<file path="src/rtl/moesi_pkg.sv">
package moesi_pkg;
    typedef enum logic [2:0] {
        LN_I = 3'd0,
        LN_S = 3'd1,
        LN_E = 3'd2,
        LN_O = 3'd3,
        LN_M = 3'd4
    } line_st_e;

    typedef enum logic [1:0] {
        CMD_RD   = 2'd0,
        CMD_INV  = 2'd1,
        CMD_WB   = 2'd2,
        CMD_NONE = 2'd3
    } bus_cmd_e;
endpackage

</file>
<file path="src/rtl/moesi_cpu_ctl.sv">
module moesi_cpu_ctl
    import moesi_pkg::*;
#(
    parameter int TAG_W = 12
) (
    input  logic             en,
    input  logic             write,
    input  logic [TAG_W-1:0] rtag,
    input  line_st_e         st,
    input  logic [TAG_W-1:0] ltag,
    input  logic             gnt,
    input  logic             shared_in,
    output logic             ack,
    output logic             breq,
    output bus_cmd_e         bcmd,
    output logic [TAG_W-1:0] btag,
    output logic             upd,
    output line_st_e         nst,
    output logic [TAG_W-1:0] ntag
);
    logic hit;

    always_comb begin
        hit  = (st != LN_I) && (ltag == rtag);
        ack  = 1'b0;
        breq = 1'b0;
        bcmd = CMD_RD;
        btag = rtag;
        upd  = 1'b0;
        nst  = st;
        ntag = ltag;
        if (en) begin
            if (hit) begin
                if (!write) begin
                    ack = 1'b1;
                end else begin
                    case (st)
                        LN_M: ack = 1'b1;
                        LN_E: begin
                            ack = 1'b1;
                            upd = 1'b1;
                            nst = LN_M;
                        end
                        default: begin
                            // Shared or Owned: others may hold copies
                            breq = 1'b1;
                            bcmd = CMD_INV;
                            if (gnt) begin
                                ack = 1'b1;
                                upd = 1'b1;
                                nst = LN_M;
                            end
                        end
                    endcase
                end
            end else if (st == LN_M || st == LN_O) begin
                breq = 1'b1;
                bcmd = CMD_WB;
                btag = ltag;
                if (gnt) begin
                    upd = 1'b1;
                    nst = LN_I;
                end
            end else begin
                breq = 1'b1;
                bcmd = CMD_RD;
                if (gnt) begin
                    upd  = 1'b1;
                    nst  = shared_in ? LN_S : LN_E;
                    ntag = rtag;
                    ack  = !write;
                end
            end
        end
    end
endmodule

</file>
<file path="src/rtl/moesi_snoop_ctl.sv">
module moesi_snoop_ctl
    import moesi_pkg::*;
#(
    parameter int TAG_W = 12
) (
    input  logic             en,
    input  bus_cmd_e         cmd,
    input  logic [TAG_W-1:0] stag,
    input  line_st_e         st,
    input  logic [TAG_W-1:0] ltag,
    output logic             act,
    output logic             shared,
    output logic             supply,
    output logic             upd,
    output line_st_e         nst
);
    logic hit;

    always_comb begin
        hit    = en && (st != LN_I) && (ltag == stag);
        act    = hit && (cmd == CMD_RD || cmd == CMD_INV);
        shared = hit && (cmd == CMD_RD);
        supply = shared && (st == LN_M || st == LN_O);
        upd    = 1'b0;
        nst    = st;
        if (act) begin
            if (cmd == CMD_INV) begin
                upd = 1'b1;
                nst = LN_I;
            end else if (st == LN_M) begin
                upd = 1'b1;
                nst = LN_O;
            end else if (st == LN_E) begin
                upd = 1'b1;
                nst = LN_S;
            end
        end
    end
endmodule

</file>
<file path="src/rtl/moesi_line_ctl.sv">
module moesi_line_ctl
    import moesi_pkg::*;
#(
    parameter int ADDR_W = 16,
    parameter int IDX_W  = 4
) (
    input  logic              clk,
    input  logic              rst_n,
    input  logic              cpu_valid,
    input  logic              cpu_write,
    input  logic [ADDR_W-1:0] cpu_addr,
    output logic              cpu_ack,
    output logic              bus_req,
    output logic [1:0]        bus_cmd,
    output logic [ADDR_W-1:0] bus_addr,
    input  logic              bus_gnt,
    input  logic              bus_shared,
    input  logic              snp_valid,
    input  logic [1:0]        snp_cmd,
    input  logic [ADDR_W-1:0] snp_addr,
    output logic              snp_shared,
    output logic              snp_supply
);
    localparam int TAG_W = ADDR_W - IDX_W;
    localparam int SETS  = 1 << IDX_W;

    typedef struct packed {
        line_st_e         st;
        logic [TAG_W-1:0] tag;
    } line_t;

    typedef struct packed {
        line_t [SETS-1:0] lines;
    } ctl_t;

    ctl_t ctl_d, ctl_q;

    logic [IDX_W-1:0] cidx, sidx;
    logic [TAG_W-1:0] ctag, stag;
    line_t            cline, sline;

    assign {ctag, cidx} = cpu_addr;
    assign {stag, sidx} = snp_addr;
    assign cline = ctl_q.lines[cidx];
    assign sline = ctl_q.lines[sidx];

    logic     s_act, s_shared, s_supply, s_upd;
    line_st_e s_nst;

    moesi_snoop_ctl #(.TAG_W(TAG_W)) i_snoop (
        .en     (snp_valid && !bus_gnt),
        .cmd    (bus_cmd_e'(snp_cmd)),
        .stag   (stag),
        .st     (sline.st),
        .ltag   (sline.tag),
        .act    (s_act),
        .shared (s_shared),
        .supply (s_supply),
        .upd    (s_upd),
        .nst    (s_nst)
    );

    logic             c_en, c_ack, c_breq, c_upd;
    bus_cmd_e         c_bcmd;
    line_st_e         c_nst;
    logic [TAG_W-1:0] c_btag, c_ntag;

    // a snoop acting on the same set takes the line this cycle
    assign c_en = cpu_valid && !(s_act && (sidx == cidx));

    moesi_cpu_ctl #(.TAG_W(TAG_W)) i_cpu (
        .en        (c_en),
        .write     (cpu_write),
        .rtag      (ctag),
        .st        (cline.st),
        .ltag      (cline.tag),
        .gnt       (bus_gnt),
        .shared_in (bus_shared),
        .ack       (c_ack),
        .breq      (c_breq),
        .bcmd      (c_bcmd),
        .btag      (c_btag),
        .upd       (c_upd),
        .nst       (c_nst),
        .ntag      (c_ntag)
    );

    always_comb begin
        ctl_d = ctl_q;
        if (c_upd) begin
            ctl_d.lines[cidx].st  = c_nst;
            ctl_d.lines[cidx].tag = c_ntag;
        end
        if (s_upd) begin
            ctl_d.lines[sidx].st = s_nst;
        end
    end

    always_ff @(posedge clk) begin
        if (!rst_n) begin
            ctl_q <= '0;
        end else begin
            ctl_q <= ctl_d;
        end
    end

    assign cpu_ack    = c_ack;
    assign bus_req    = c_breq;
    assign bus_cmd    = c_breq ? c_bcmd : CMD_NONE;
    assign bus_addr   = c_breq ? {c_btag, cidx} : '0;
    assign snp_shared = s_shared;
    assign snp_supply = s_supply;
endmodule

</file>
<file path="config.mk">
export PLATFORM = sky130hd
export DESIGN_NAME = moesi_line_ctl
export DESIGN_NICKNAME = d
export VERILOG_FILES = /design/src/rtl/moesi_pkg.sv /design/src/rtl/moesi_cpu_ctl.sv /design/src/rtl/moesi_snoop_ctl.sv /design/src/rtl/moesi_line_ctl.sv
export SDC_FILE = /design/constraint.sdc
export NUM_CORES = 1
export LEC_CHECK = 0
export BUFFER_PORTS_ARGS = -buffer_cell sky130_fd_sc_hd__buf_2
export CAP_MARGIN = 10
export CORE_MARGIN = 1.5
export CORE_UTILIZATION = 40
export CTS_BUF_LIST = sky130_fd_sc_hd__clkbuf_8
export DETAILED_ROUTE_END_ITERATION = 7
export PLACE_DENSITY = 0.6
export SLEW_MARGIN = 10
export SYNTH_ARGS = -nofsm -noshare
export SYNTH_HDL_FRONTEND = slang
export SYNTH_SLANG_ARGS = --single-unit
</file>
<file path="constraint.sdc">
create_clock -name clk -period 12.1 [get_ports clk]
set_clock_uncertainty 0.2 [all_clocks]
set_input_delay 1.815 -clock clk [delete_from_list [all_inputs] [get_ports clk]]
set_output_delay 1.815 -clock clk [all_outputs]
set_load 0.005 [all_outputs]
</file>
==> results of run 1 <==
-- routing by layer --
layer	routed length [µm]	global-route usage, %	share of wire, %	vias up
li1	-	-	-	5823
met3	3880	4.58	7.4	111
met4	1850	10.3	3.5	0
met2	24300	42.8	46	571
met1	22500	36.2	43	6578
met5	0	0	0	-
-- layout by cell type, fill, tap and decap left out, drive strengths merged, types with 5 or more instances in the layout --
master  count
o21ai      37
buf        97
o22ai       5
clkbuf     55
o211a     176
and3       12
a32oi      15
nor3b       6
and2       10
nor3       15
a21oi      41
a22oi      29
a21boi     35
a22o       10
inv        21
a21o       10
or3         5
dfxtp     240
xor2       22
nand4      28
nor2b      13
a211oi      8
mux4       88
nand2     273
nand2b      6
nor2       43
nand3      36
xnor2      17
and4        8
mux2       30
mux2i     113
-- cell type report --
type / count / area [µm²]
Timing Repair Buffer: 97 / 584
Clock buffer: 55 / 757
Multi-Input combinational cell: 1144 / 9460
Fill cell: 3604 / 20500
Clock inverter: 17 / 103
Inverter: 9 / 33.8
Sequential cell: 240 / 4800
Tap cell: 504 / 631
-- cells by family (layout without fill, tap and decap cells) --
logic type             Yosys count  in the layout
buffers and inverters          161            178
flip-flops                     240            240
XOR/XNOR                        39             39
AND/OR/NAND/NOR                468            468
multiplexers                   231            231
AO/OA/AOI/OAI                  406            406
-- power breakdown --
part	internal [mW]	switching [mW]	total, mW
sequential	0.798	0.00653	0.805
combinational	0.0719	0.141	0.213
clock	0.426	0.360	0.786
-- worst max-delay path, cell delays in order --
cell       delay, ps
buf_4            540
buf_4            630
nor2b_1          900
a22oi_1          220
nand2_1          160
xnor2_1           70
a2111oi_0        830
o2111ai_1        220
buf_4            240
and2_1           280
nand2_1          320
inv_1            200
o221a_2          170
buf_2            120
-- worst paths after layout --
check | end | slack, ps | cells past startpoint
min | ctl_q[14] | 280 | 2
max reg2reg | ctl_q[74] | 7160 | 10
max | bus_addr[15] | 3330 | 14
min reg2reg | ctl_q[14] | 280 | 2
==> flow_metrics.env, run 1 <==
export IMPL_finalSetupViolations=0
export IMPL_power_mw=1.80
export IMPL_power_density_mw_per_mm2=110
export IMPL_grt_antenna_before_repair=0
export IMPL_via_count=13100
export IMPL_grt_pass1_wl_um=78200
export IMPL_endpoint_kind="output pin"
export IMPL_synth_area_mux_share_pct=23.0
export IMPL_yosysWarnings=0
export IMPL_overflow=0
export IMPL_root_buffer="clkbuf_8"
export IMPL_path_class="primary input to output pin"
export IMPL_top_level_ports=63
export IMPL_cts_hold_buf=0
export IMPL_async_flop_share_pct=0
export IMPL_crit_arrival_ps=6750
export IMPL_ys_seq_area_share_pct=31.8
export IMPL_synth_xor_area_share_pct=2.26
export IMPL_place_inst=1994
export IMPL_max_vdd_ir_drop_mv=0.0736
export IMPL_cp_start_kind="primary input"
export IMPL_finish_utilization_pct=44.4
export IMPL_hold_path_class="register to register"
export IMPL_vias_per_cell=6.33
export IMPL_clk_pin_slew_ps=50
export IMPL_place_hpwl_um=34800
export IMPL_ctsResizeCount=0
export IMPL_worstPathMaxFanout=40
export IMPL_finalHoldViolCount=0
export IMPL_grt_pass1_vias=12400
export IMPL_placed_area_mm2=0.0155
export IMPL_finalCritPeriodShare_pct=72.4
export IMPL_min_delay_start="ctl_q[14]"
export IMPL_synthCells=1545
export IMPL_crit_required_ps=10090
export IMPL_port_buffers=62
export IMPL_synth_common_cells="273 x nand2_1, 240 x dfxtp_1, 176 x o211a_1"
export IMPL_antenna_left=0
export IMPL_gp_congestion=0.893
export IMPL_synth_main_ff_cell="dfxtp_1"
export IMPL_die_w_um=197
export IMPL_crit_start="snp_addr[0]"
export IMPL_synth_edff_count=0
export IMPL_synth_simple_gate_area_share_pct=14.0
export IMPL_die_y_um=197
export IMPL_cts_tree="done"
export IMPL_post_route_cells_drive_above_1_share_pct=19.4
export IMPL_first_pass_iters=5
export IMPL_synth_top_area_share_pct=31.8
export IMPL_synth_area_leader_cell="dfxtp_1"
export IMPL_rsz0062_at_grt="no"
export IMPL_numCtsBuffers=43
export IMPL_synth_cell_types=69
export IMPL_timing_final_ws_setup_ps=3330
export IMPL_synth_top_family_by_area="compound AO/OA/AOI/OAI gates"
export IMPL_tightest_slew_ps=1160
export IMPL_fmax_mhz=114
export IMPL_cts_num_sinks=240
export IMPL_grt_max_degree=101
export IMPL_die_area_mm2=0.0389
export IMPL_final_setup_tns_ps=0
export IMPL_grt_total_usage_pct=26.8
export IMPL_diodes=0
export IMPL_coreArea_mm2=0.0369
export IMPL_period_needed_ps=8770
export IMPL_htreeDepth=2
export IMPL_post_cts_buffers=0
export IMPL_max_slew_margin_rel_pct=22.4
export IMPL_synth_fa_ha_area_share_pct=0
export IMPL_status="finished, final reports clean"
export IMPL_wl_um=52500
export IMPL_syn_nets=1586
export IMPL_post_place_ws_ps=3520
export IMPL_synth_seq_cells=240
export IMPL_synth_area_mm2=0.0151
export IMPL_syn_area_per_cell_um2=9.77
export IMPL_final_max_slew_viol_count=0
export IMPL_drcViolationCount=0
export IMPL_initial_core_util_pct=40.9
export IMPL_final_cells=2066
export IMPL_routedWlPerCell_um=25.4
export IMPL_nNetsFinal=1576
export IMPL_syn_to_final_growth_pct=8.44
export IMPL_hold_ws_ps=278
export IMPL_synth_area_leaders="dfxtp_1 32%, mux4_2 13%, o211a_1 12%"
export IMPL_num_rows=70
export IMPL_clockBufferDepth=3
export IMPL_drv_cap=0
export IMPL_worstSkewPairLatency_ps=590
export IMPL_yosysMostFrequentCell="nand2_1"
export IMPL_dr_first_iter_drc_count=1148
export IMPL_p_leak_nw=8.01
export IMPL_synth_compound_area_share_pct=23.2
export IMPL_final_cell_area_mm2=0.0164
Note: power is estimated with default switching activity, not from simulation.
==> inputs of run 2 (changes only) <==
==> constraint.sdc (replaced) <==
create_clock -name clk -period 8.5 [get_ports clk]
set_clock_uncertainty 0.2 [all_clocks]
set_input_delay 1.275 -clock clk [delete_from_list [all_inputs] [get_ports clk]]
set_output_delay 1.275 -clock clk [all_outputs]
set_load 0.005 [all_outputs]
==> run 2 against run 1 <==
Compared with the run above: routed wire length increased by 1.3%; cell area increased by 0.38%; non-clock buffer count increased by 7; combinational power increased by 46%; clock-buffer cell count increased by 1; total power increased by 41%; worst hold slack improved by 5.1 ps; critical path type unchanged; largest power group unchanged; highest routed layer unchanged.
==> flow_metrics.env, run 2 (synthesis gave the netlist of run 1 again) <==
export IMPL_status="finished, final reports clean"
export IMPL_endpoint_kind="output pin"
export IMPL_numCtsBuffers=43
export IMPL_wl_met2_um=24400
export IMPL_die_w_um=197
export IMPL_worstSkewPairLatency_ps=590
export IMPL_path_class="primary input to output pin"
export IMPL_dr_max_layer_used="met4"
export IMPL_finalCritPeriodShare_pct=85.1
export IMPL_finalHoldViolCount=0
export IMPL_htreeDepth=2
export IMPL_drcViolationCount=0
export IMPL_place_hpwl_um=34900
export IMPL_cp_slowest_stage_delay_ps=940
export IMPL_crit_required_ps=7030
export IMPL_crit_family="simple AND/OR/NAND/NOR gates"
export IMPL_p_leak_nw=8.07
export IMPL_gp_congestion=0.921
export IMPL_root_buffer="clkbuf_8"
export IMPL_antenna_left=0
export IMPL_ctsResizeCount=0
export IMPL_hold_depth=2
export IMPL_grt_pass1_vias=12600
export IMPL_grt_pass1_wl_um=79600
export IMPL_crit_arrival_ps=5760
export IMPL_hold_path_class="register to register"
export IMPL_grt_antenna_before_repair=0
export IMPL_die_area_mm2=0.0389
export IMPL_wl_um=53200
export IMPL_max_slew_margin_rel_pct=14.8
export IMPL_cts_hold_buf=0
export IMPL_rsz0062_at_grt="no"
export IMPL_via_count=13200
export IMPL_final_setup_tns_ps=0
export IMPL_critPathSlowestCell="nor2b_1"
export IMPL_period_needed_ps=7230
export IMPL_coreArea_mm2=0.0369
export IMPL_final_max_slew_viol_count=0
export IMPL_vias_per_cell=6.34
export IMPL_first_pass_iters=7
export IMPL_layout_common_cells="273 x nand2_1, 240 x dfxtp_1, 176 x o211a_1"
export IMPL_grt_total_usage_pct=27.2
export IMPL_hold_ws_ps=283
export IMPL_worstPathMaxFanout=57
export IMPL_post_route_cells_drive_above_1_share_pct=19.6
export IMPL_clk_pin_slew_ps=50
export IMPL_finalSetupViolations=0
export IMPL_grt_max_degree=103
export IMPL_fmax_mhz=138
export IMPL_worstSetupPathDepth=11
export IMPL_port_buffers=62
export IMPL_critical_path_buf_inv_count=2
export IMPL_die_y_um=197
export IMPL_clockBufferDepth=3
export IMPL_diodes=0
export IMPL_cts_tree="done"
export IMPL_drv_cap=0
export IMPL_cts_num_sinks=240
export IMPL_dr_wl_met3_um=4710
export IMPL_cp_cell_sequence="buf_4, nor2b_1, a22oi_1, nand2_1, xnor2_1, a2111oi_0, o21ai_0, nand4b_1, nor2_1, o21a_1, buf_2"
export IMPL_num_rows=70
export IMPL_rr_worst_depth=12
export IMPL_dr_first_iter_drc_count=1328
export IMPL_max_vdd_ir_drop_mv=0.0974
export IMPL_nNetsFinal=1583
export IMPL_power_density_mw_per_mm2=155
export IMPL_layout_commonest_cell="nand2_1"
export IMPL_cp_start_kind="primary input"
export IMPL_top_level_ports=63
export IMPL_overflow=0
export IMPL_syn_to_final_growth_pct=8.86
export IMPL_wl_met1_um=22100
export IMPL_tightest_slew_ps=1280
export IMPL_routedWlPerCell_um=25.6
export IMPL_post_cts_buffers=0
export IMPL_initial_core_util_pct=40.9
[run 2: cell types whose count changed in the layout (fill, tap and decap cells not counted)]
cell       before  now
buf_4          37   43
inv_1          19   25
buf_12          0    1
bufinv_16       1    0
clkbuf_8       55   56
clkinv_2        3    2
mux2i_1       107  108
mux2i_2         6    5
[run 2: where the power goes]
group          total [mW]  switching (mW)  internal (mW)
Sequential           1.15         0.00926           1.14
Combinational       0.311           0.207          0.105
Clock                1.10           0.507          0.588
[run 2: worst reg2reg max path, cell delays in order (launching register included)]
cell,delay [ps]
dfxtp_1,320
mux4_2,460
mux2i_1,410
xor2_1,280
o21ai_0,130
a211o_1,300
a211o_1,410
or3_1,400
buf_4,280
a21boi_2,770
buf_4,390
nand2_1,80
o211a_1,150
[run 2: final timing paths]
path | from | endpoint | slack (ps)
hold reg to reg | register | register | 280
setup / recovery | snp_addr[0] | snp_supply | 1270
hold / removal | register | register | 280
setup reg to reg | register | register | 3780
[run 2: layout make-up]
cell class	instances	area, µm²
clock buffers	56	771
repair buffers	104	649
flip-flops and latches	240	4800
well taps	504	631
fillers	3519	20400
clock inverters	21	90.1
inverters	9	33.8
multi-input cells	1144	9460
[run 2: stage by stage]
stage | setup WS, ps | std cells | instance area [µm²] | total power [mW] | util (%)
2_1_floorplan | 2850 | 1545 | 15100 | 1.38 | -
3_3_place_gp | 1420 | 2001 | 15600 | 1.47 | 42.2
3_5_place_dp | 1390 | 2001 | 15600 | 1.47 | 42.2
4_1_cts | 1380 | 2078 | 16400 | 2.57 | 44.6
5_1_grt | 1020 | 2078 | 16400 | 2.64 | 44.6
6_report | 1270 | 2078 | 16400 | 2.55 | 44.6
[run 2: metal layers]
layer | track usage, % | vias to the layer above
met5 | 0 | -
met1 | 36.6 | 6538
met2 | 43.3 | 656
met4 | 11.1 | 0
li1 | - | 5844
met3 | 4.66 | 134
==> inputs of run 3 (changes only) <==
--- a/config.mk
+++ b/config.mk
@@ -5,13 +5,13 @@
 export SDC_FILE = /design/constraint.sdc
 export NUM_CORES = 1
 export LEC_CHECK = 0
-export BUFFER_PORTS_ARGS = -buffer_cell sky130_fd_sc_hd__buf_2
 export CAP_MARGIN = 10
 export CORE_MARGIN = 1.5
 export CORE_UTILIZATION = 40
 export CTS_BUF_LIST = sky130_fd_sc_hd__clkbuf_8
 export DETAILED_ROUTE_END_ITERATION = 7
-export PLACE_DENSITY = 0.6
+export DONT_BUFFER_PORTS = 1
+export PLACE_DENSITY = 0.58
 export SLEW_MARGIN = 10
 export SYNTH_ARGS = -nofsm -noshare
 export SYNTH_HDL_FRONTEND = slang
==> run 3 against run 2 <==
Compared with the run above: clock-buffer cell count down 3; routed wire length down 0.20%; worst setup slack better by 890 ps; highest routed layer unchanged.
==> flow_metrics.env, run 3 (synthesis gave the netlist of run 1 again) <==
export IMPL_clk_pin_slew_ps=60
export IMPL_power_mw=2.44
export IMPL_via_count=12800
export IMPL_status="finished, final reports clean"
export IMPL_cts_hold_buf=0
export IMPL_final_max_slew_viol_count=0
export IMPL_crit_required_ps=7030
export IMPL_top_level_ports=63
export IMPL_final_setup_tns_ps=0
export IMPL_cts_num_sinks=240
export IMPL_wl_met1_um=21900
export IMPL_drcViolationCount=0
export IMPL_wl_met2_um=25000
export IMPL_layout_commonest_cell="nand2_1"
export IMPL_overflow=0
export IMPL_antenna_left=0
export IMPL_power_density_mw_per_mm2=153
export IMPL_worstSkewPairLatency_ps=610
export IMPL_grt_antenna_before_repair=1
export IMPL_root_buffer="clkbuf_8"
export IMPL_dr_wl_met3_um=4430
export IMPL_rr_worst_depth=12
export IMPL_r2r_slack_ps=3660
export IMPL_period_needed_ps=6340
export IMPL_tightest_slew_ps=1130
export IMPL_clockBufferDepth=3
export IMPL_max_vdd_ir_drop_mv=0.0845
export IMPL_drv_cap=0
export IMPL_layout_common_cells="273 x nand2_1, 240 x dfxtp_1, 176 x o211a_1"
export IMPL_first_pass_iters=8
export IMPL_ctsResizeCount=0
export IMPL_syn_to_final_growth_pct=5.56
export IMPL_finalCritPeriodShare_pct=74.6
export IMPL_wl_um=53100
export IMPL_hold_depth=2
export IMPL_finalSetupViolations=0
export IMPL_die_y_um=197
export IMPL_die_w_um=197
export IMPL_grt_pass1_wl_um=79600
export IMPL_die_area_mm2=0.0389
export IMPL_gp_congestion=0.896
export IMPL_finalHoldViolCount=0
export IMPL_place_hpwl_um=34100
export IMPL_dr_first_iter_drc_count=1271
export IMPL_numCtsBuffers=45
export IMPL_post_route_cells_drive_above_1_share_pct=15.4
export IMPL_diodes=0
export IMPL_post_cts_buffers=0
export IMPL_cts_tree="done"
export IMPL_hold_path_class="register to register"
export IMPL_grt_pass1_vias=12500
export IMPL_vias_per_cell=6.43
export IMPL_path_class="primary input to output pin"
export IMPL_grt_total_usage_pct=27.1
export IMPL_fmax_mhz=158
export IMPL_routedWlPerCell_um=26.7
export IMPL_grt_max_degree=263
export IMPL_port_buffers=0
export IMPL_cp_start_kind="primary input"
export IMPL_coreArea_mm2=0.0369
export IMPL_endpoint_kind="output pin"
export IMPL_max_slew_margin_rel_pct=24.2
export IMPL_initial_core_util_pct=40.9
export IMPL_htreeDepth=2
export IMPL_p_leak_nw=7.68
export IMPL_crit_arrival_ps=4860
export IMPL_num_rows=70
export IMPL_dr_max_layer_used="met4"
export IMPL_nNetsFinal=1506
export IMPL_rsz0062_at_grt="no"
export IMPL_worstPathMaxFanout=41
## run 3: cell types whose count changed in the layout (fill, tap and decap cells not counted), moves of 2 or more
| cell | delta |
|---|---|
| buf_2 | -59 |
| buf_4 | -18 |
| clkinv_2 | +2 |
| clkbuf_8 | -3 |
| inv_1 | -6 |
| inv_8 | +2 |
## run 3: per-stage QoR
stage | setup WS, ps | hold WS [ps] | area, µm² | utilization, % | instances
global placement | 2380 | 262 | 15100 | 41.0 | 1922
detailed placement | 2290 | 273 | 15100 | 41.0 | 1922
CTS | 2270 | 280 | 15900 | 43.2 | 1993
finish | 2160 | 280 | 15900 | 43.2 | 1993
global route | 2000 | 301 | 15900 | 43.2 | 1993
floorplan | 2850 | 250 | 15100 | - | 1545
## run 3: critical path: stages
cell and delay, ps:
nor2b_1 760, a22oi_1 310, a21o_1 260, a21oi_1 150, nand4_1 190, a211o_1 470, nor2_1 430, nand2_1 230
nand2_1 340, inv_1 230, o221a_2 190
## run 3: cell type report
class | instances | area (µm²)
Clock buffer | 53 | 729
Clock inverter | 18 | 91.3
Fill cell | 3577 | 20900
Inverter | 9 | 33.8
Multi-Input combinational cell | 1144 | 9460
Sequential cell | 240 | 4800
Tap cell | 504 | 631
Timing Repair Buffer | 25 | 188
## run 3: power breakdown
group | switching [mW] | leakage [nW] | total [mW] | internal [mW]
Combinational | 0.117 | 5.28 | 0.206 | 0.0890
Sequential | 0.00933 | 1.94 | 1.15 | 1.14
Clock | 0.527 | 0.468 | 1.09 | 0.562
Total | 0.654 | 7.68 | 2.44 | 1.79
## run 3: worst max path at each step
stage / slack, ps / cells past startpoint / to / from
3_3_place_gp: 2380 / 10 / bus_addr[14] / snp_addr[0]
2_1_floorplan: 2850 / 13 / bus_addr[14] / snp_addr[0]
6_report: 2160 / 11 / bus_addr[12] / cpu_addr[3]
5_1_grt: 2000 / 11 / bus_addr[12] / cpu_addr[3]
3_5_place_dp: 2290 / 11 / bus_addr[12] / cpu_addr[1]
4_1_cts: 2270 / 11 / bus_addr[12] / cpu_addr[1]
## run 3: layer usage
metal,GRT usage [%],vias up
li1,-,5696
met1,34.4,6453
met2,44.5,552
met3,6.52,119
met4,10.4,0
met5,0,-
